[config.mk]
export PLATFORM = sky130hd
export DESIGN_NAME = sec_trim_adjuster
export DESIGN_NICKNAME = d
export VERILOG_FILES = /design/src/rtl/sec_trim_pkg.sv /design/src/rtl/sec_trim_cfg.sv /design/src/rtl/sec_trim_interval.sv /design/src/rtl/sec_trim_fsm.sv /design/src/rtl/sec_trim_adjuster.sv
export SDC_FILE = /design/constraint.sdc
export NUM_CORES = 1
export LEC_CHECK = 0
export ABC_AREA = 1
export BUFFER_PORTS_ARGS = -buffer_cell sky130_fd_sc_hd__buf_2
export CORE_MARGIN = 4
export CORE_UTILIZATION = 60
export CTS_CLUSTER_DIAMETER = 60
export DETAILED_ROUTE_END_ITERATION = 12
export PLACE_DENSITY_LB_ADDON = 0.15
export SKIP_LAST_GASP = 1
export SLEW_MARGIN = 15
export SYNTH_ARGS = -nofsm -noshare
export SYNTH_HDL_FRONTEND = slang
export SYNTH_SLANG_ARGS = --single-unit
[constraint.sdc]
create_clock -name clk -period 4.55 [get_ports clk]
set_input_delay 0 -clock clk [delete_from_list [all_inputs] [get_ports clk]]
set_output_delay 0 -clock clk [all_outputs]
set_load 0.01 [all_outputs]
[src/rtl/sec_trim_pkg.sv]
package sec_trim_pkg;

    // Controller states
    typedef enum logic [1:0] {
        ST_OFF   = 2'd0,   // pass-through, interval count idle
        ST_COUNT = 2'd1,   // counting raw ticks toward the match
        ST_GAP   = 2'd2,   // low cycle between the two pulses of an insert
        ST_EXTRA = 2'd3    // emit the inserted pulse
    } trim_state_e;

    localparam int          MODE_W       = 2;
    localparam logic [1:0]  MODE_SWALLOW = 2'd2;
    localparam logic [1:0]  MODE_INSERT  = 2'd3;

endpackage

[src/rtl/sec_trim_cfg.sv]
module sec_trim_cfg
    import sec_trim_pkg::*;
#(
    parameter int REG_W     = 32,
    parameter int CNT_W     = 19,
    parameter int MODE_LSB  = 19,
    parameter int VALID_BIT = 23
) (
    input  logic             clk,
    input  logic             rst_n,
    input  logic             wr,
    input  logic [REG_W-1:0] wdata,
    output logic [CNT_W-1:0] limit,
    output logic             insert,
    output logic             nxt_active
);
    localparam logic [REG_W-1:0] CNT_MASK  = REG_W'((64'd1 << CNT_W) - 64'd1);
    localparam logic [REG_W-1:0] MODE_MASK = REG_W'(64'd3 << MODE_LSB);
    localparam logic [REG_W-1:0] VLD_MASK  = REG_W'(64'd1 << VALID_BIT);
    localparam logic [REG_W-1:0] USED_MASK = CNT_MASK | MODE_MASK | VLD_MASK;

    logic [CNT_W-1:0]  limit_q;
    logic              insert_q;
    logic              active_q;
    logic [MODE_W-1:0] wr_mode;
    logic              wr_active;
    logic              unused_bits;

    assign wr_mode     = wdata[MODE_LSB +: MODE_W];
    assign wr_active   = wdata[VALID_BIT] && (wr_mode == MODE_SWALLOW || wr_mode == MODE_INSERT);
    assign unused_bits = ^(wdata & ~USED_MASK);

    always_ff @(posedge clk or negedge rst_n) begin
        if (!rst_n) begin
            limit_q  <= '0;
            insert_q <= 1'b0;
            active_q <= 1'b0;
        end else if (wr) begin
            limit_q  <= wdata[CNT_W-1:0];
            insert_q <= (wr_mode == MODE_INSERT);
            active_q <= wr_active;
        end
    end

    assign limit      = limit_q;
    assign insert     = insert_q;
    assign nxt_active = wr ? wr_active : active_q;

endmodule

[src/rtl/sec_trim_interval.sv]
module sec_trim_interval #(
    parameter int CNT_W = 19
) (
    input  logic             clk,
    input  logic             rst_n,
    input  logic             clr,
    input  logic             step,
    input  logic [CNT_W-1:0] limit,
    output logic             hit
);
    logic [CNT_W-1:0] cnt_q;

    assign hit = step && (cnt_q == limit);

    always_ff @(posedge clk or negedge rst_n) begin
        if (!rst_n) begin
            cnt_q <= '0;
        end else if (clr || hit) begin
            cnt_q <= '0;
        end else if (step) begin
            cnt_q <= cnt_q + 1'b1;
        end
    end

endmodule

[src/rtl/sec_trim_fsm.sv]
module sec_trim_fsm
    import sec_trim_pkg::*;
(
    input  logic clk,
    input  logic rst_n,
    input  logic tick_in,
    input  logic wr,
    input  logic nxt_active,
    input  logic insert,
    input  logic hit,
    output logic step,
    output logic tick_out
);
    trim_state_e state_q, state_d;
    logic        out_d;
    logic        out_q;

    assign step = (state_q == ST_COUNT) && tick_in && !wr;

    // Next-state logic
    always_comb begin
        state_d = state_q;
        if (wr) begin
            state_d = nxt_active ? ST_COUNT : ST_OFF;
        end else begin
            unique case (state_q)
                ST_OFF:   state_d = ST_OFF;
                ST_COUNT: state_d = (hit && insert) ? ST_GAP : ST_COUNT;
                ST_GAP:   state_d = ST_EXTRA;
                ST_EXTRA: state_d = ST_COUNT;
                default:  state_d = ST_OFF;
            endcase
        end
    end

    // State register
    always_ff @(posedge clk or negedge rst_n) begin
        if (!rst_n) state_q <= ST_OFF;
        else        state_q <= state_d;
    end

    // Output logic
    always_comb begin
        out_d = 1'b0;
        unique case (state_q)
            ST_OFF:   out_d = tick_in;
            ST_COUNT: out_d = tick_in && !(hit && !insert);
            ST_GAP:   out_d = tick_in;
            ST_EXTRA: out_d = 1'b1;
            default:  out_d = 1'b0;
        endcase
    end

    always_ff @(posedge clk or negedge rst_n) begin
        if (!rst_n) out_q <= 1'b0;
        else        out_q <= out_d;
    end

    assign tick_out = out_q;

endmodule

[src/rtl/sec_trim_adjuster.sv]
module sec_trim_adjuster #(
    parameter int REG_W     = 32,
    parameter int CNT_W     = 19,
    parameter int MODE_LSB  = 19,
    parameter int VALID_BIT = 23
) (
    input  logic             clk,
    input  logic             rst_n,
    input  logic             tick_in,
    input  logic             cfg_wr,
    input  logic [REG_W-1:0] cfg_data,
    output logic             tick_out
);
    logic [CNT_W-1:0] limit;
    logic             insert;
    logic             nxt_active;
    logic             step;
    logic             hit;

    sec_trim_cfg #(
        .REG_W    (REG_W),
        .CNT_W    (CNT_W),
        .MODE_LSB (MODE_LSB),
        .VALID_BIT(VALID_BIT)
    ) u_cfg (
        .clk       (clk),
        .rst_n     (rst_n),
        .wr        (cfg_wr),
        .wdata     (cfg_data),
        .limit     (limit),
        .insert    (insert),
        .nxt_active(nxt_active)
    );

    sec_trim_interval #(
        .CNT_W(CNT_W)
    ) u_interval (
        .clk  (clk),
        .rst_n(rst_n),
        .clr  (cfg_wr),
        .step (step),
        .limit(limit),
        .hit  (hit)
    );

    sec_trim_fsm u_fsm (
        .clk       (clk),
        .rst_n     (rst_n),
        .tick_in   (tick_in),
        .wr        (cfg_wr),
        .nxt_active(nxt_active),
        .insert    (insert),
        .hit       (hit),
        .step      (step),
        .tick_out  (tick_out)
    );

endmodule

==> Implementation_results.wiki <==
{| class="wikitable"
! Metric !! Value
|-
| Outcome || complete, no violations
|-
| ANT cells || 0
|-
| Final Hold Fails || 0
|-
| Die span in y || 69.98 um
|-
| Sequential fraction of design power || 0.550
|-
| Number of distinct library cells after synthesis || 29
|-
| Die Width || 69.98 um
|-
| Detailed-route wire length per cell || 11.85 um
|-
| Floorplan die area || 4897 sq um
|-
| Endpoint of the lowest-slack register-to-register path || u_interval.cnt_q[14]$_DFFE_PN0P_
|-
| Part of the total power dissipated in combinational logic || 0.145
|-
| Reported max-cap violation count || 0
|-
| Core Area || 3689 sq um
|-
| Clock insertion delay at the later pin of the skew report || 0.29 ns
|-
| Number of global-route vias before repair || 1974
|-
| Filler Cell Count || 295
|-
| Per-instance average area after synthesis || 7.760 sq um
|-
| Flip-flop and latch count after synthesis || 42
|-
| Wire length after detailed routing || 4716 um
|-
| Max Clock Skew || 0.004556 ns
|-
| Mux cell area share after synthesis || 0
|-
| Initial Util || 0.6248
|-
| Part of the total power dissipated in the clock network || 0.305
|-
| Final Cycle Share || 0.3831
|-
| P_leak || 1.301 nW
|-
| Number of cells on the worst reg-to-reg path || 10
|-
| Uppermost signal routing layer after detailed routing || met4
|-
| Dominant combinational cell family by area after synthesis || simple AND/OR/NAND/NOR gates
|-
| Via Count || 1976
|-
| First-pass GRT wire length || 8535 um
|-
| Total setup buffers inserted after CTS || 0
|-
| Met1 layer wirelength in the final routing || 2287 um
|-
| H-tree depth reported by CTS || 2
|-
| Pin count of the biggest net entering global routing || 43
|-
| Power density relative to cell area || 265.8 nW/um^2
|-
| Iteration count of the initial detailed-routing pass || 4
|-
| CTS sink cnt || 42
|-
| Met2 Wirelength || 2171 um
|-
| Bufs on Longest Clock Path || 2
|-
| Tot Pwr || 0.0007408 W
|-
| Simple-gate share of the synthesized area || 0.3377
|-
| Synthesis warning total || 0
|-
| Number of DRC markers after the initial detailed-route iteration || 112
|-
| Num CTS Buffers || 5
|-
| Total congestion overflow after global routing || 0
|-
| Initial antenna violation count || 0
|-
| Placer's final routability congestion estimate || 0.7986
|-
| Adder-cell share of the synthesized area || 0.005429
|-
| Instance count of the mapped netlist || 297
|-
| Fmax achieved || 573.7 MHz
|-
| Fin. max-slew vios || 0
|-
| CTS-repair resized insts || 0
|-
| # nets final || 387
|-
| XOR/XNOR Fraction of Synth Area || 0.03800
|-
| Sw Share || 0.2639
|-
| Post-CTS clock slew at the launch and capture registers of the worst setup and hold paths || 0.08 ns
|-
| Worst hold path type || in -> reg
|-
| Reported net switching power || 0.0001955 W
|-
| Routed vias/inst || 4.965
|-
| Arrival time at the worst endpoint || 1.93 ns
|-
| Number of port buffers || 26
|-
| Post-route minimum period || 1.743 ns
|-
| Setup violators final || 0
|-
| DRC violations left || 0
|-
| CTS Root Buffer Type || sky130_fd_sc_hd__clkbuf_8
|-
| CP required || 4.73 ns
|-
| Synth Cell Area || 2305 sq um
|-
| Max IR drop VDD || 0.2052 mV
|-
| TritonCTS clock tree || built
|-
| Actual transition at the worst max-transition pin || 0.9289 ns
|-
| CP Capture Type || flop
|-
| Critical setup path kind || reg -> reg
|-
| Min-Delay Endpoint || u_cfg.limit[18]$_DFFE_PN0P_
|-
| Synthesized netlist net count || 334
|-
| Antenna Violating Nets Remaining || 0
|-
| Row Count || 22
|-
| DR WL met3 || 191 um
|-
| Setup slack of the worst register-to-register path || 2.81 ns
|-
| Area growth from synthesis to layout || 20.90%
|-
| Post-CTS Hold Fix Bufs || 25
|-
| Cell-internal power || 0.0005453 W
|-
| Reg2Reg Launch Point || u_interval.cnt_q[11]$_DFFE_PN0P_
|-
| Synthesized-area fraction occupied by ao, oa, aoi and oai cells || 0.07926
|-
| Number of cells on the worst hold path || 3
|-
| Total Negative Setup Slacks || 0 ns
|-
| Critical path fanouts, max || 15
|-
| GRT Resource Usage Total || 0.2135
|-
| Nature of the critical path startpoint || flop
|-
| I/O Pins || 37
|-
| Start point of the worst min-delay path || cfg_wr
|-
| Slew HR || 0.3808
|-
| Post-synthesis sequential area ratio || 0.4560
|-
| Unrepaired setup endpoints after global routing || false
|-
| HPWL Detailed || 3157 um
|-
| Fraction of final layout cells sized beyond drive strength 1 || 0.1686
|}
-- layer usage --
metal | up-vias | global-route usage
met5 | - | 0
met4 | 0 | 0.07447
met3 | 6 | 0.04748
met2 | 33 | 0.3515
met1 | 895 | 0.2769
li1 | 1042 | -
-- cell usage in the layout, fill, tap and decap left out, types with 2 or more instances in the layout --
cell type                       netlist  routed
sky130_fd_sc_hd__a211oi_1             2       2
sky130_fd_sc_hd__a21oi_1              4       4
sky130_fd_sc_hd__buf_2                0      26
sky130_fd_sc_hd__clkbuf_1             4       2
sky130_fd_sc_hd__clkbuf_8             0       5
sky130_fd_sc_hd__dfrtp_1             42      42
sky130_fd_sc_hd__dlygate4sd3_1        0      25
sky130_fd_sc_hd__inv_1               37      37
sky130_fd_sc_hd__inv_2                4       4
sky130_fd_sc_hd__nand2_1             93      93
sky130_fd_sc_hd__nand2_2              2       2
sky130_fd_sc_hd__nand3_1             16      16
sky130_fd_sc_hd__nand3_4              2       2
sky130_fd_sc_hd__nand4_1              5       5
sky130_fd_sc_hd__nor2_1              19      19
sky130_fd_sc_hd__nor2_2              10      10
sky130_fd_sc_hd__nor2_4               3       3
sky130_fd_sc_hd__nor3_1               6       6
sky130_fd_sc_hd__nor3_2               3       3
sky130_fd_sc_hd__nor4_1               2       2
sky130_fd_sc_hd__o21ai_0             24      24
sky130_fd_sc_hd__xor2_1               9       9
-- final cells by class --
| cell class | instances | area, sq um | area share |
|---|---|---|---|
| Clock buffer | 7 | 76.32 | 0.02739 |
| Inverter | 42 | 157.7 | 0.05658 |
| Multi-Input combinational cell | 208 | 1061 | 0.3808 |
| Sequential cell | 42 | 1051 | 0.3772 |
| Tap cell | 48 | 60.06 | 0.02155 |
| Timing Repair Buffer | 51 | 380.4 | 0.1365 |
-- Yosys cell counts (all sizes together) --
master | n | area, sq um
nand2 | 96 | 372.8
dfrtp | 42 | 1051
inv | 41 | 153.9
nor2 | 32 | 167.7
o21ai | 24 | 120.1
nand3 | 18 | 115.1
nor3 | 9 | 60.06
xor2 | 9 | 78.83
nand4 | 6 | 43.79
a21oi | 5 | 28.78
clkbuf | 4 | 15.01
a211oi | 3 | 27.52
nor4 | 2 | 12.51
a31oi | 1 | 6.260
and2 | 1 | 6.260
buf | 1 | 20.02
clkinv | 1 | 3.750
ha | 1 | 12.51
xnor2 | 1 | 8.760
-- worst max-delay path by stage --
stage                                           from                          endpoint  slack, ns  depth (start not counted)
finish              u_interval.cnt_q[11]$_DFFE_PN0P_  u_interval.cnt_q[14]$_DFFE_PN0P_       2.81                         10
global route         u_interval.cnt_q[0]$_DFFE_PN0P_  u_interval.cnt_q[18]$_DFFE_PN0P_       2.64                          8
CTS                 u_interval.cnt_q[11]$_DFFE_PN0P_  u_interval.cnt_q[14]$_DFFE_PN0P_       2.83                         10
detailed placement  u_interval.cnt_q[11]$_DFFE_PN0P_  u_interval.cnt_q[14]$_DFFE_PN0P_       2.85                         10
global placement    u_interval.cnt_q[12]$_DFFE_PN0P_  u_interval.cnt_q[14]$_DFFE_PN0P_       2.84                          9
floorplan            u_interval.cnt_q[0]$_DFFE_PN0P_  u_interval.cnt_q[18]$_DFFE_PN0P_       3.07                          8
-- stage by stage --
| stage | util | hold slack [ns] | instances | worst slack [ns] | instance area (sq um) |
|---|---|---|---|---|---|
| after floorplan | - | -0.2956 | 297 | 3.072 | 2305 |
| after global placement | 0.6669 | 0.1931 | 366 | 2.839 | 2460 |
| after detailed placement | 0.6669 | 0.1897 | 366 | 2.846 | 2460 |
| after CTS | 0.7554 | 0.2525 | 398 | 2.834 | 2786 |
| after global routing | 0.7554 | 0.3149 | 398 | 2.643 | 2786 |
| final | 0.7554 | 0.2625 | 398 | 2.807 | 2786 |
-- power groups by stage --
stage          sequential [W]  combinational [W]  clock (W)
3_3_place_gp         0.000413          0.0000894          0
3_5_place_dp         0.000414          0.0000920          0
4_1_cts              0.000407           0.000108   0.000233
6_report             0.000407           0.000108   0.000226
5_1_grt              0.000410           0.000125   0.000252
2_1_floorplan        0.000412          0.0000615          0
-- critical path, stage by stage, from the launching register on --
cell	delay (ns)
sky130_fd_sc_hd__dfrtp_1	0.43
sky130_fd_sc_hd__inv_1	0.10
sky130_fd_sc_hd__nand2_1	0.07
sky130_fd_sc_hd__nand2_1	0.05
sky130_fd_sc_hd__nor2_1	0.08
sky130_fd_sc_hd__nand2_1	0.05
sky130_fd_sc_hd__nor2_1	0.27
sky130_fd_sc_hd__nand3_4	0.16
sky130_fd_sc_hd__nand2_4	0.22
sky130_fd_sc_hd__a21oi_1	0.06
sky130_fd_sc_hd__and2_1	0.14
-- cells by family (layout without fill, tap and decap cells) --
family / count (synthesis) / count (layout)
adder cells (fa/ha/maj): 1 / 1
buffers and inverters: 47 / 100
XOR/XNOR: 10 / 10
AO/OA/AOI/OAI: 33 / 33
flip-flops: 42 / 42
AND/OR/NAND/NOR: 164 / 164
-- state kept, by name (all words and copies together) (netlist names) --
name and cells:
u_interval.cnt_q 19, u_fsm.state_q 2, u_cfg.insert 1, u_cfg.limit 19
u_fsm.tick_out 1
Note: power is estimated with default switching activity, not from simulation.
